**src/rtl/wdog_pkg.sv**
```systemverilog
package wdog_pkg;
    localparam int WD_CNT_W    = 12;
    localparam int WD_DATA_W   = 32;
    localparam int WD_ADDR_W   = 4;
    localparam int WD_PRESCALE = 16384;

    typedef enum logic {
        CFG_OPEN,
        CFG_LOCKED
    } cfg_state_e;

    typedef enum logic [1:0] {
        RUN_IDLE,
        RUN_COUNT,
        RUN_EXPIRED
    } run_state_e;
endpackage

```
**src/rtl/wdog_tick.sv**
```systemverilog
// Tick generator: half-rate stage followed by an optional prescaler.
// Both stages clear on restart so the first tick lands at a fixed
// distance from the load edge.
module wdog_tick #(
    parameter int PRESCALE = wdog_pkg::WD_PRESCALE
) (
    input  logic clk,
    input  logic rst_n,
    input  logic restart,
    input  logic run,
    input  logic pre_sel,
    output logic tick
);
    localparam int PRE_W = (PRESCALE > 1) ? $clog2(PRESCALE) : 1;

    logic half_q;
    logic pre_done;

    always_ff @(posedge clk or negedge rst_n) begin
        if (!rst_n) begin
            half_q <= 1'b0;
        end else if (restart) begin
            half_q <= 1'b0;
        end else if (run) begin
            half_q <= ~half_q;
        end
    end

    generate
        if (PRESCALE > 1) begin : g_pre
            localparam logic [PRE_W-1:0] PRE_LAST = PRE_W'(PRESCALE - 1);
            logic [PRE_W-1:0] pre_cnt;

            always_ff @(posedge clk or negedge rst_n) begin
                if (!rst_n) begin
                    pre_cnt <= '0;
                end else if (restart) begin
                    pre_cnt <= '0;
                end else if (run && half_q && pre_sel) begin
                    if (pre_cnt == PRE_LAST) begin
                        pre_cnt <= '0;
                    end else begin
                        pre_cnt <= pre_cnt + 1'b1;
                    end
                end
            end

            assign pre_done = (pre_cnt == PRE_LAST);
        end else begin : g_nopre
            assign pre_done = 1'b1;
        end
    endgenerate

    assign tick = run && !restart && half_q && (!pre_sel || pre_done);
endmodule

```
**src/rtl/wdog_count.sv**
```systemverilog
// Down-counter with its run/expiry state machine and sticky outputs.
module wdog_count
    import wdog_pkg::*;
#(
    parameter int CNT_W = WD_CNT_W
) (
    input  logic             clk,
    input  logic             rst_n,
    input  logic             load,
    input  logic [CNT_W-1:0] load_val,
    input  logic             load_en,
    input  logic             tick,
    output logic [CNT_W-1:0] cnt,
    output logic             running,
    output logic             irq,
    output logic             rst_req
);
    localparam logic [CNT_W-1:0] ONE = CNT_W'(1);

    run_state_e state_q;
    run_state_e state_d;

    // Next-state logic.
    always_comb begin
        state_d = state_q;
        unique case (state_q)
            RUN_IDLE: begin
                if (load && load_en) begin
                    state_d = RUN_COUNT;           // start
                end
            end
            RUN_COUNT: begin
                if (load) begin
                    state_d = RUN_COUNT;           // reload
                end else if (tick && (cnt <= ONE)) begin
                    state_d = RUN_EXPIRED;         // expire
                end
            end
            RUN_EXPIRED: begin
                state_d = RUN_EXPIRED;
            end
            default: begin
                state_d = RUN_IDLE;
            end
        endcase
    end

    // State register.
    always_ff @(posedge clk or negedge rst_n) begin
        if (!rst_n) begin
            state_q <= RUN_IDLE;
        end else begin
            state_q <= state_d;
        end
    end

    // Count register.
    always_ff @(posedge clk or negedge rst_n) begin
        if (!rst_n) begin
            cnt <= '0;
        end else if (state_q != RUN_EXPIRED) begin
            if (load) begin
                cnt <= load_val;
            end else if ((state_q == RUN_COUNT) && tick) begin
                cnt <= (cnt == '0) ? '0 : cnt - 1'b1;
            end
        end
    end

    // Output register: both expiry outputs follow the expired state.
    always_ff @(posedge clk or negedge rst_n) begin
        if (!rst_n) begin
            irq     <= 1'b0;
            rst_req <= 1'b0;
        end else begin
            irq     <= (state_d == RUN_EXPIRED);
            rst_req <= (state_d == RUN_EXPIRED);
        end
    end

    assign running = (state_q == RUN_COUNT);
endmodule

```
**src/rtl/wdog_regif.sv**
```systemverilog
// Register port: one control word at offset 0, locked after its first write.
module wdog_regif
    import wdog_pkg::*;
#(
    parameter int CNT_W  = WD_CNT_W,
    parameter int DATA_W = WD_DATA_W,
    parameter int ADDR_W = WD_ADDR_W
) (
    input  logic              clk,
    input  logic              rst_n,
    input  logic              bus_sel,
    input  logic              bus_wr,
    input  logic [ADDR_W-1:0] bus_addr,
    input  logic [DATA_W-1:0] bus_wdata,
    input  logic [CNT_W-1:0]  cnt_val,
    output logic [DATA_W-1:0] bus_rdata,
    output logic              load,
    output logic [CNT_W-1:0]  load_val,
    output logic              load_en,
    output logic              cfg_pre,
    output logic              cfg_en,
    output logic              cfg_locked,
    output logic [CNT_W+3:0]  cfg_word
);
    localparam int PRE_POS = CNT_W;
    localparam int EN_POS  = CNT_W + 1;
    localparam int SEL_POS = CNT_W + 2;
    localparam int CFG_W   = CNT_W + 4;
    localparam int PAD_W   = DATA_W - CFG_W - CNT_W;

    cfg_state_e       state_q;
    cfg_state_e       state_d;
    logic [CNT_W-1:0] cfg_reload;
    logic [1:0]       cfg_sel;
    logic             hit;
    logic             wr_hit;
    logic             unused_wdata_hi;

    assign hit             = bus_sel && (bus_addr == '0);
    assign wr_hit          = hit && bus_wr;
    assign unused_wdata_hi = ^bus_wdata[DATA_W-1:CFG_W];

    // Next-state logic.
    always_comb begin
        state_d = state_q;
        unique case (state_q)
            CFG_OPEN: begin
                if (wr_hit) begin
                    state_d = CFG_LOCKED;          // configure
                end
            end
            CFG_LOCKED: begin
                state_d = CFG_LOCKED;              // kick or idle
            end
            default: begin
                state_d = CFG_OPEN;
            end
        endcase
    end

    // State register.
    always_ff @(posedge clk or negedge rst_n) begin
        if (!rst_n) begin
            state_q <= CFG_OPEN;
        end else begin
            state_q <= state_d;
        end
    end

    // Settings are captured only on the configure transition.
    always_ff @(posedge clk or negedge rst_n) begin
        if (!rst_n) begin
            cfg_reload <= '0;
            cfg_pre    <= 1'b0;
            cfg_en     <= 1'b0;
            cfg_sel    <= 2'b00;
        end else if ((state_q == CFG_OPEN) && wr_hit) begin
            cfg_reload <= bus_wdata[CNT_W-1:0];
            cfg_pre    <= bus_wdata[PRE_POS];
            cfg_en     <= bus_wdata[EN_POS];
            cfg_sel    <= bus_wdata[SEL_POS +: 2];
        end
    end

    assign cfg_locked = (state_q == CFG_LOCKED);
    assign load       = wr_hit;
    assign load_val   = cfg_locked ? cfg_reload : bus_wdata[CNT_W-1:0];
    assign load_en    = cfg_locked ? cfg_en     : bus_wdata[EN_POS];
    assign cfg_word   = {cfg_sel, cfg_en, cfg_pre, cfg_reload};
    assign bus_rdata  = (hit && !bus_wr) ? {{PAD_W{1'b0}}, cnt_val, cfg_word} : '0;
endmodule

```
**src/rtl/wdog_lockkick.sv**
```systemverilog
// Top: write-once, kick-to-reload watchdog timer.
module wdog_lockkick
    import wdog_pkg::*;
#(
    parameter int CNT_W    = WD_CNT_W,
    parameter int DATA_W   = WD_DATA_W,
    parameter int ADDR_W   = WD_ADDR_W,
    parameter int PRESCALE = WD_PRESCALE
) (
    input  logic              clk,
    input  logic              rst_n,
    input  logic              bus_sel,
    input  logic              bus_wr,
    input  logic [ADDR_W-1:0] bus_addr,
    input  logic [DATA_W-1:0] bus_wdata,
    output logic [DATA_W-1:0] bus_rdata,
    output logic              irq,
    output logic              rst_req
);
    localparam int CFG_W = CNT_W + 4;

    logic             kick;
    logic [CNT_W-1:0] load_val;
    logic             load_en;
    logic             cfg_pre;
    logic             cfg_en;
    logic             cfg_locked;
    logic [CFG_W-1:0] cfg_word;
    logic [CNT_W-1:0] cnt_val;
    logic             running;
    logic             tick;

    wdog_regif #(
        .CNT_W (CNT_W),
        .DATA_W(DATA_W),
        .ADDR_W(ADDR_W)
    ) u_regif (
        .clk       (clk),
        .rst_n     (rst_n),
        .bus_sel   (bus_sel),
        .bus_wr    (bus_wr),
        .bus_addr  (bus_addr),
        .bus_wdata (bus_wdata),
        .cnt_val   (cnt_val),
        .bus_rdata (bus_rdata),
        .load      (kick),
        .load_val  (load_val),
        .load_en   (load_en),
        .cfg_pre   (cfg_pre),
        .cfg_en    (cfg_en),
        .cfg_locked(cfg_locked),
        .cfg_word  (cfg_word)
    );

    wdog_tick #(
        .PRESCALE(PRESCALE)
    ) u_tick (
        .clk    (clk),
        .rst_n  (rst_n),
        .restart(kick),
        .run    (running),
        .pre_sel(cfg_pre),
        .tick   (tick)
    );

    wdog_count #(
        .CNT_W(CNT_W)
    ) u_count (
        .clk     (clk),
        .rst_n   (rst_n),
        .load    (kick),
        .load_val(load_val),
        .load_en (load_en),
        .tick    (tick),
        .cnt     (cnt_val),
        .running (running),
        .irq     (irq),
        .rst_req (rst_req)
    );
endmodule

```
**config.mk**
```make
export PLATFORM = sky130hd
export DESIGN_NAME = wdog_lockkick
export DESIGN_NICKNAME = d
export VERILOG_FILES = /design/src/rtl/wdog_pkg.sv /design/src/rtl/wdog_tick.sv /design/src/rtl/wdog_count.sv /design/src/rtl/wdog_regif.sv /design/src/rtl/wdog_lockkick.sv
export SDC_FILE = /design/constraint.sdc
export NUM_CORES = 1
export LEC_CHECK = 0
export BUFFER_PORTS_ARGS = -buffer_cell sky130_fd_sc_hd__buf_2
export CELL_PAD_IN_SITES_DETAIL_PLACEMENT = 1
export CELL_PAD_IN_SITES_GLOBAL_PLACEMENT = 2
export CORE_MARGIN = 2
export CORE_UTILIZATION = 34
export DETAILED_ROUTE_END_ITERATION = 10
export GPL_ROUTABILITY_DRIVEN = 0
export PLACE_DENSITY = 0.9
export REMOVE_ABC_BUFFERS = 1
export SLEW_MARGIN = 20
export SYNTH_ARGS = -nofsm -noshare
export SYNTH_HDL_FRONTEND = slang
export SYNTH_SLANG_ARGS = --single-unit
```
**constraint.sdc**
```tcl
create_clock -name clk -period 5.8 [get_ports clk]
set_input_delay 0.29 -clock clk [delete_from_list [all_inputs] [get_ports clk]]
set_output_delay 0.29 -clock clk [all_outputs]
set_load 0.01 [all_outputs]
```
==> results of run 1 <==
-- critical path: cells and delay by family (launching register included) --
family | cells | cell delay [ns]
compound gates | 3 | 0.78
flops | 1 | 0.47
simple gates | 2 | 0.91
-- state kept, by name, indices dropped and copies added, names as in the netlist --
name and count:
u_count.state_q 2, u_regif.cfg_reload 12, u_tick.half_q 1, u_regif.cfg_pre 1
u_regif.cfg_locked 1, u_regif.cfg_sel 2, u_count.irq 1, u_tick.g_pre.pre_cnt 14
u_count.cnt 12, u_regif.cfg_en 1
-- how the worst min path moves through the flow --
stage               startpoint                      end  slack (ns)  cells past startpoint
floorplan                rst_n           u_count.cnt[0]      -0.006                      0
detailed placement       rst_n  u_tick.g_pre.pre_cnt[0]        0.43                      2
global placement         rst_n  u_tick.g_pre.pre_cnt[0]        0.44                      2
finish                   rst_n  u_tick.g_pre.pre_cnt[0]        0.09                      2
global route             rst_n  u_tick.g_pre.pre_cnt[1]        0.13                      2
CTS                      rst_n  u_tick.g_pre.pre_cnt[1]        0.11                      2
-- cell type report --
class,count,area (um2)
timing repair buffer,56,288
fill,894,4600
sequential,47,1180
multi-input combinational,201,1410
inverter,7,26.3
clock buffer,6,72.6
tap,102,128
clock inverter,1,30.0
-- power groups by stage --
stage | sequential (mW) | clock (mW) | combinational (mW)
2_1_floorplan | 0.396 | 0 | 0.0650
3_3_place_gp | 0.406 | 0 | 0.0923
3_5_place_dp | 0.408 | 0 | 0.0970
4_1_cts | 0.402 | 0.244 | 0.0967
5_1_grt | 0.410 | 0.257 | 0.107
6_report | 0.402 | 0.236 | 0.0944
-- layer usage --
metal | up-vias | wire (um)
li1 | 1048 | -
met1 | 1103 | 3020
met2 | 48 | 3430
met3 | 6 | 263
met4 | 0 | 52
met5 | - | 0
-- stage by stage --
stage | instance area (um2) | power, mW | utilization [%] | hold slack (ns) | instances
floorplan | 2610 | 0.461 | - | -0.00559 | 255
global placement | 3030 | 0.498 | 39.2 | 0.437 | 413
detailed placement | 3030 | 0.505 | 39.2 | 0.434 | 413
CTS | 3130 | 0.743 | 40.5 | 0.112 | 420
global route | 3130 | 0.774 | 40.5 | 0.135 | 420
finish | 3130 | 0.733 | 40.5 | 0.0941 | 420
-- cell families after synthesis --
kind of cell	after synthesis	share of synthesized area (%)
fa+ha+maj	4	1.85
xor+xnor	11	3.56
mux	29	11.5
buf+inv	26	4.95
simple gates	104	21.8
flops	47	43.5
other cells	1	0.139
compound gates	49	12.8
-- layout by cell type, fill, tap and decap left out, drive strengths merged, types with 9 or more instances in the layout --
cell type / count
buf: 56
dfrtp: 47
and2: 28
nor2: 20
mux2: 16
o21ai: 14
nand2: 13
mux2i: 13
a22o: 10
nand3: 9
==> flow_summary.yaml, run 1 <==
status:
  outcome: "completed"
worst_setup_path:
  path_max_fanout: 22
  critPathMaxStageDelay_ns: 0.58
  worstSetupPathType: "reg2reg"
  regToRegEndpoint: "u_count.cnt[3]"
  r2r_start: "u_count.cnt[7]"
  critPathSlowestCell: "or4_4"
  cp-start-kind: "flip-flop"
  critical_path_arrival_ns: 2.46
  startpoint: "u_count.cnt[7]"
  endpoint_kind: "flip-flop"
  r2r_slack_ns: 3.53
  crit_path_end: "u_count.cnt[3]"
  cp.required_ns: 5.99
  worstPathCellList: "or4_4 -> and4bb_1 -> a21o_2 -> o22ai_1 -> a22o_1"
  ff2ff_path_depth: 5
floorplanning:
  die_w_um: 93.2
  core_area_mm2: 0.00773
  die_y_um: 93.2
  row_count: 32
  pin_count: 74
  die_area_mm2: 0.00869
  initial_core_util_pct: 35.0
worst_hold_path:
  worstHoldPathType: "in2async"
sta:
  skew_ns: 0.00871
  worst_pin_slew_ns: 0.947
  finalHoldViolCount: 0
  fmax_mhz: 440
  rsz0062_at_grt: "no"
  slew-limit-headroom_pct: 36.8
  setup_tns_ns: 0
  finalCriticalPeriod_ns: 2.27
  period_share_pct: 39.2
  setup_viol: 0
  setup_ws_ns: 3.53
  final_max_slew_viol_count: 0
clock_network:
  clk_path_buf_depth: 2
  cts.clk_slew.worst_paths_ns: 0.09
  post-cts-setup-buffers: 0
  clk_latency_ns: 0.30
  cts-root-buf: "clkbuf_8"
  numCtsBuffers: 5
  htree_levels: 2
  cts_tree: "built"
  ctsResizeCount: 0
  clock-sinks: 47
  cts_hold_buf: 0
logic_synthesis:
  synth_top_cell_by_area: "dfrtp_1"
  synth_ff_type: "dfrtp_1"
  ys_warn_count: 0
  synth_cells: 271
  synth_seq_cells: 47
  syn_area_mm2: 0.00271
  syn_area_per_cell_um2: 9.99
  synth_cell_types: 47
  synth_edf_count: 0
  synth_top_area_share_pct: 43.5
  synth_area_leaders: "dfrtp_1, mux2_2, and2_1"
  yosysSeqAreaShare_pct: 43.5
  synth_most_common_cell: "dfrtp_1"
  async_reset_ff_share_pct: 100
  synth_top_cells_by_count: "dfrtp_1, and2_1, nor2_1"
global_route:
  grt_pass1_wl_mm: 11.4
  grt_max_degree: 48
  grt_use_met2_pct: 29.0
  use_met1_pct: 20.6
  antenna_found_initial: 0
  grt_use_total_pct: 16.4
  gr-total-overflow: 0
  grt_pass1_vias: 2324
  grt.busiest_layer: "met2"
  grtUsageMet3_pct: 3.30
flow_run:
  cap_violations: 0
routing:
  antenna_left: 0
  wl_mm: 6.77
  drt_iter0_drc: 83
  via_per_inst: 5.25
  wire_per_inst_um: 16.1
  dr.pass1.iters: 4
  drcViolationCount: 0
  routed-via-count: 2205
pwr:
  pwr-share-comb_pct: 12.9
  p_int_mw: 0.540
  sw_frac_of_total_pct: 26.3
  clkPwrFrac_pct: 32.3
  leakage_nw: 1.49
  ir_drop_mv: 0.0919
  p_per_area_mw_per_mm2: 234
  power.share.sequential_pct: 54.9
  switchingPower_mw: 0.193
finish:
  drive_above_1_share_pct: 26.4
  area_growth_pct: 15.6
  antennaDiodeCount: 0
  nets: 362
placement:
  pre_cts_ws_ns: 3.33
  portBuffers: 53
  hpwlAfterDp_mm: 4.62
Power figures use the tool's default switching activity.
==> inputs of run 2 (changes only) <==
- CORE_UTILIZATION: 34 -> 29
- PLACE_DENSITY: 0.9 -> 0.82
- clock period: 5.8 -> 1.8 ns (I/O delays scaled with it)
==> flow_summary.yaml, run 2 (same netlist as run 1, synthesis figures left out) <==
status:
  outcome: "complete, but fails checks"
  violations: "negative setup slack"
floorplanning:
  core_area_mm2: 0.00915
  row_count: 35
  die_y_um: 101
  die_area_mm2: 0.0101
  initial_core_util_pct: 29.6
  pin_count: 74
  die_w_um: 101
routing:
  dr.pass1.iters: 4
  wl_mm: 7.03
  via_per_inst: 5.02
  drt_iter0_drc: 53
  drcViolationCount: 0
  wire_per_inst_um: 15.1
  antenna_left: 0
  routed-via-count: 2336
worst_setup_path:
  critPathMaxStageDelay_ns: 0.54
  endpoint_kind: "flip-flop"
  path_max_fanout: 8
  critPathSlowestCell: "or4_4"
  worstSetupPathType: "reg2reg"
  cp.required_ns: 2.00
  cp-start-kind: "flip-flop"
  worstPathCellList: "or4_4 -> and4bb_1 -> a21o_4 -> buf_12 -> o32ai_1 -> a22o_1"
  critical_path_arrival_ns: 2.19
sta:
  final_max_slew_viol_count: 0
  finalCriticalPeriod_ns: 1.99
  fmax_mhz: 502
  worst_pin_slew_ns: 0.619
  finalHoldViolCount: 0
  period_share_pct: 111
  rsz0062_at_grt: "yes"
  setup_viol: 12
  slew-limit-headroom_pct: 58.7
  setup_ws_ns: -0.192
  setup_tns_ns: -1.92
  holdWs_ns: 0.0214
  skew_ns: 0.0145
clock_network:
  clk_path_buf_depth: 2
  htree_levels: 2
  clk_latency_ns: 0.31
  cts-root-buf: "clkbuf_8"
  cts.clk_slew.worst_paths_ns: 0.09
  numCtsBuffers: 5
  clock-sinks: 47
  cts_tree: "built"
finish:
  mostFrequentLayoutCell: "buf_2"
  antennaDiodeCount: 0
  nFillCells: 1031
  area_growth_pct: 29.6
  layout_common_cells: "buf_2, dfrtp_1, buf_4"
  largestRegisters: "u_tick.g_pre.pre_cnt x14, u_count.cnt x12, u_regif.cfg_reload x12"
  drive_above_1_share_pct: 34.2
  largest_register_ffs: 14
  nets: 397
  post-route-cell-area_mm2: 0.00351
  regMostFlops: "u_tick.g_pre.pre_cnt"
global_route:
  grt_pass1_vias: 2481
  antenna_found_initial: 0
  grt_pass1_wl_mm: 12.0
  grt_use_total_pct: 14.6
  grt.busiest_layer: "met2"
  grtUsageMet3_pct: 2.36
  grt_max_degree: 48
  use_met1_pct: 17.9
  grt_use_met2_pct: 27.1
  gr-total-overflow: 0
flow_run:
  cap_violations: 0
placement:
  hpwlAfterDp_mm: 5.15
  placed_area_mm2: 0.00327
  portBuffers: 53
  pre_cts_ws_ns: -0.175
worst_hold_path:
  worstHoldPathType: "in2reg"
pwr:
  p_per_area_mw_per_mm2: 736
  leakage_nw: 1.68
  ir_drop_mv: 0.307
[run 2: where the power goes]
part	switching (mW)	internal, mW	leakage (nW)	total (mW)
Sequential	0.0802	1.16	0.556	1.25
Combinational	0.195	0.208	1.06	0.402
Clock	0.380	0.554	0.0644	0.935
Total	0.655	1.93	1.68	2.58
[run 2: final timing paths]
kind                                          from                 endpoint  slack, ns  cells after the start
max in group asynchronous                    rst_n  u_tick.g_pre.pre_cnt[2]       0.96                      3
worst max register to register      u_count.cnt[7]           u_count.cnt[5]      -0.19                      6
min in group asynchronous                    rst_n    u_regif.cfg_reload[5]       0.41                      3
worst max-delay path                u_count.cnt[7]           u_count.cnt[5]      -0.19                      6
worst min-delay path                 bus_wdata[14]       u_regif.cfg_sel[0]       0.02                      2
worst min register to register  u_count.state_q[1]       u_count.state_q[0]       0.49                      1
[run 2: area by class of cell]
type	count	area (um2)	share of cell area, %
clock buffers	5	68.8	1.96
clock inverters	3	67.6	1.93
inverters	7	26.3	0.749
multi-input cells	201	1430	40.7
flip-flops and latches	47	1180	33.5
well taps	111	139	3.96
repair buffers	91	604	17.2
[run 2: timing repair]
action	4_1_cts	5_1_grt
setup endpoints to repair	12	14
setup buffers	1	3
hold buffers	2	0
resized for setup	3	3
pin swaps	11	4
gates cloned	1	0
hold endpoints to repair	48	0
[run 2: worst max-delay path: cells and delay by family (launching register included)]
family / cells / cell delay [ns]
AO/OA/AOI/OAI: 3 / 0.50
flip-flops: 1 / 0.39
AND/OR/NAND/NOR: 2 / 0.87
buffers and inverters: 1 / 0.13
[run 2: through the flow]
| stage | total power [mW] | instances | utilization (%) |
|---|---|---|---|
| 2_1_floorplan | 1.49 | 255 | - |
| 3_3_place_gp | 1.65 | 450 | 35.7 |
| 3_5_place_dp | 1.68 | 450 | 35.7 |
| 4_1_cts | 2.61 | 462 | 37.9 |
| 5_1_grt | 2.71 | 465 | 38.3 |
| 6_report | 2.58 | 465 | 38.3 |
[run 2: layer usage]
metal | vias up | routed length (um)
met3 | 4 | 191
met1 | 1171 | 2960
met4 | 0 | 37
met5 | - | 0
li1 | 1129 | -
met2 | 32 | 3840
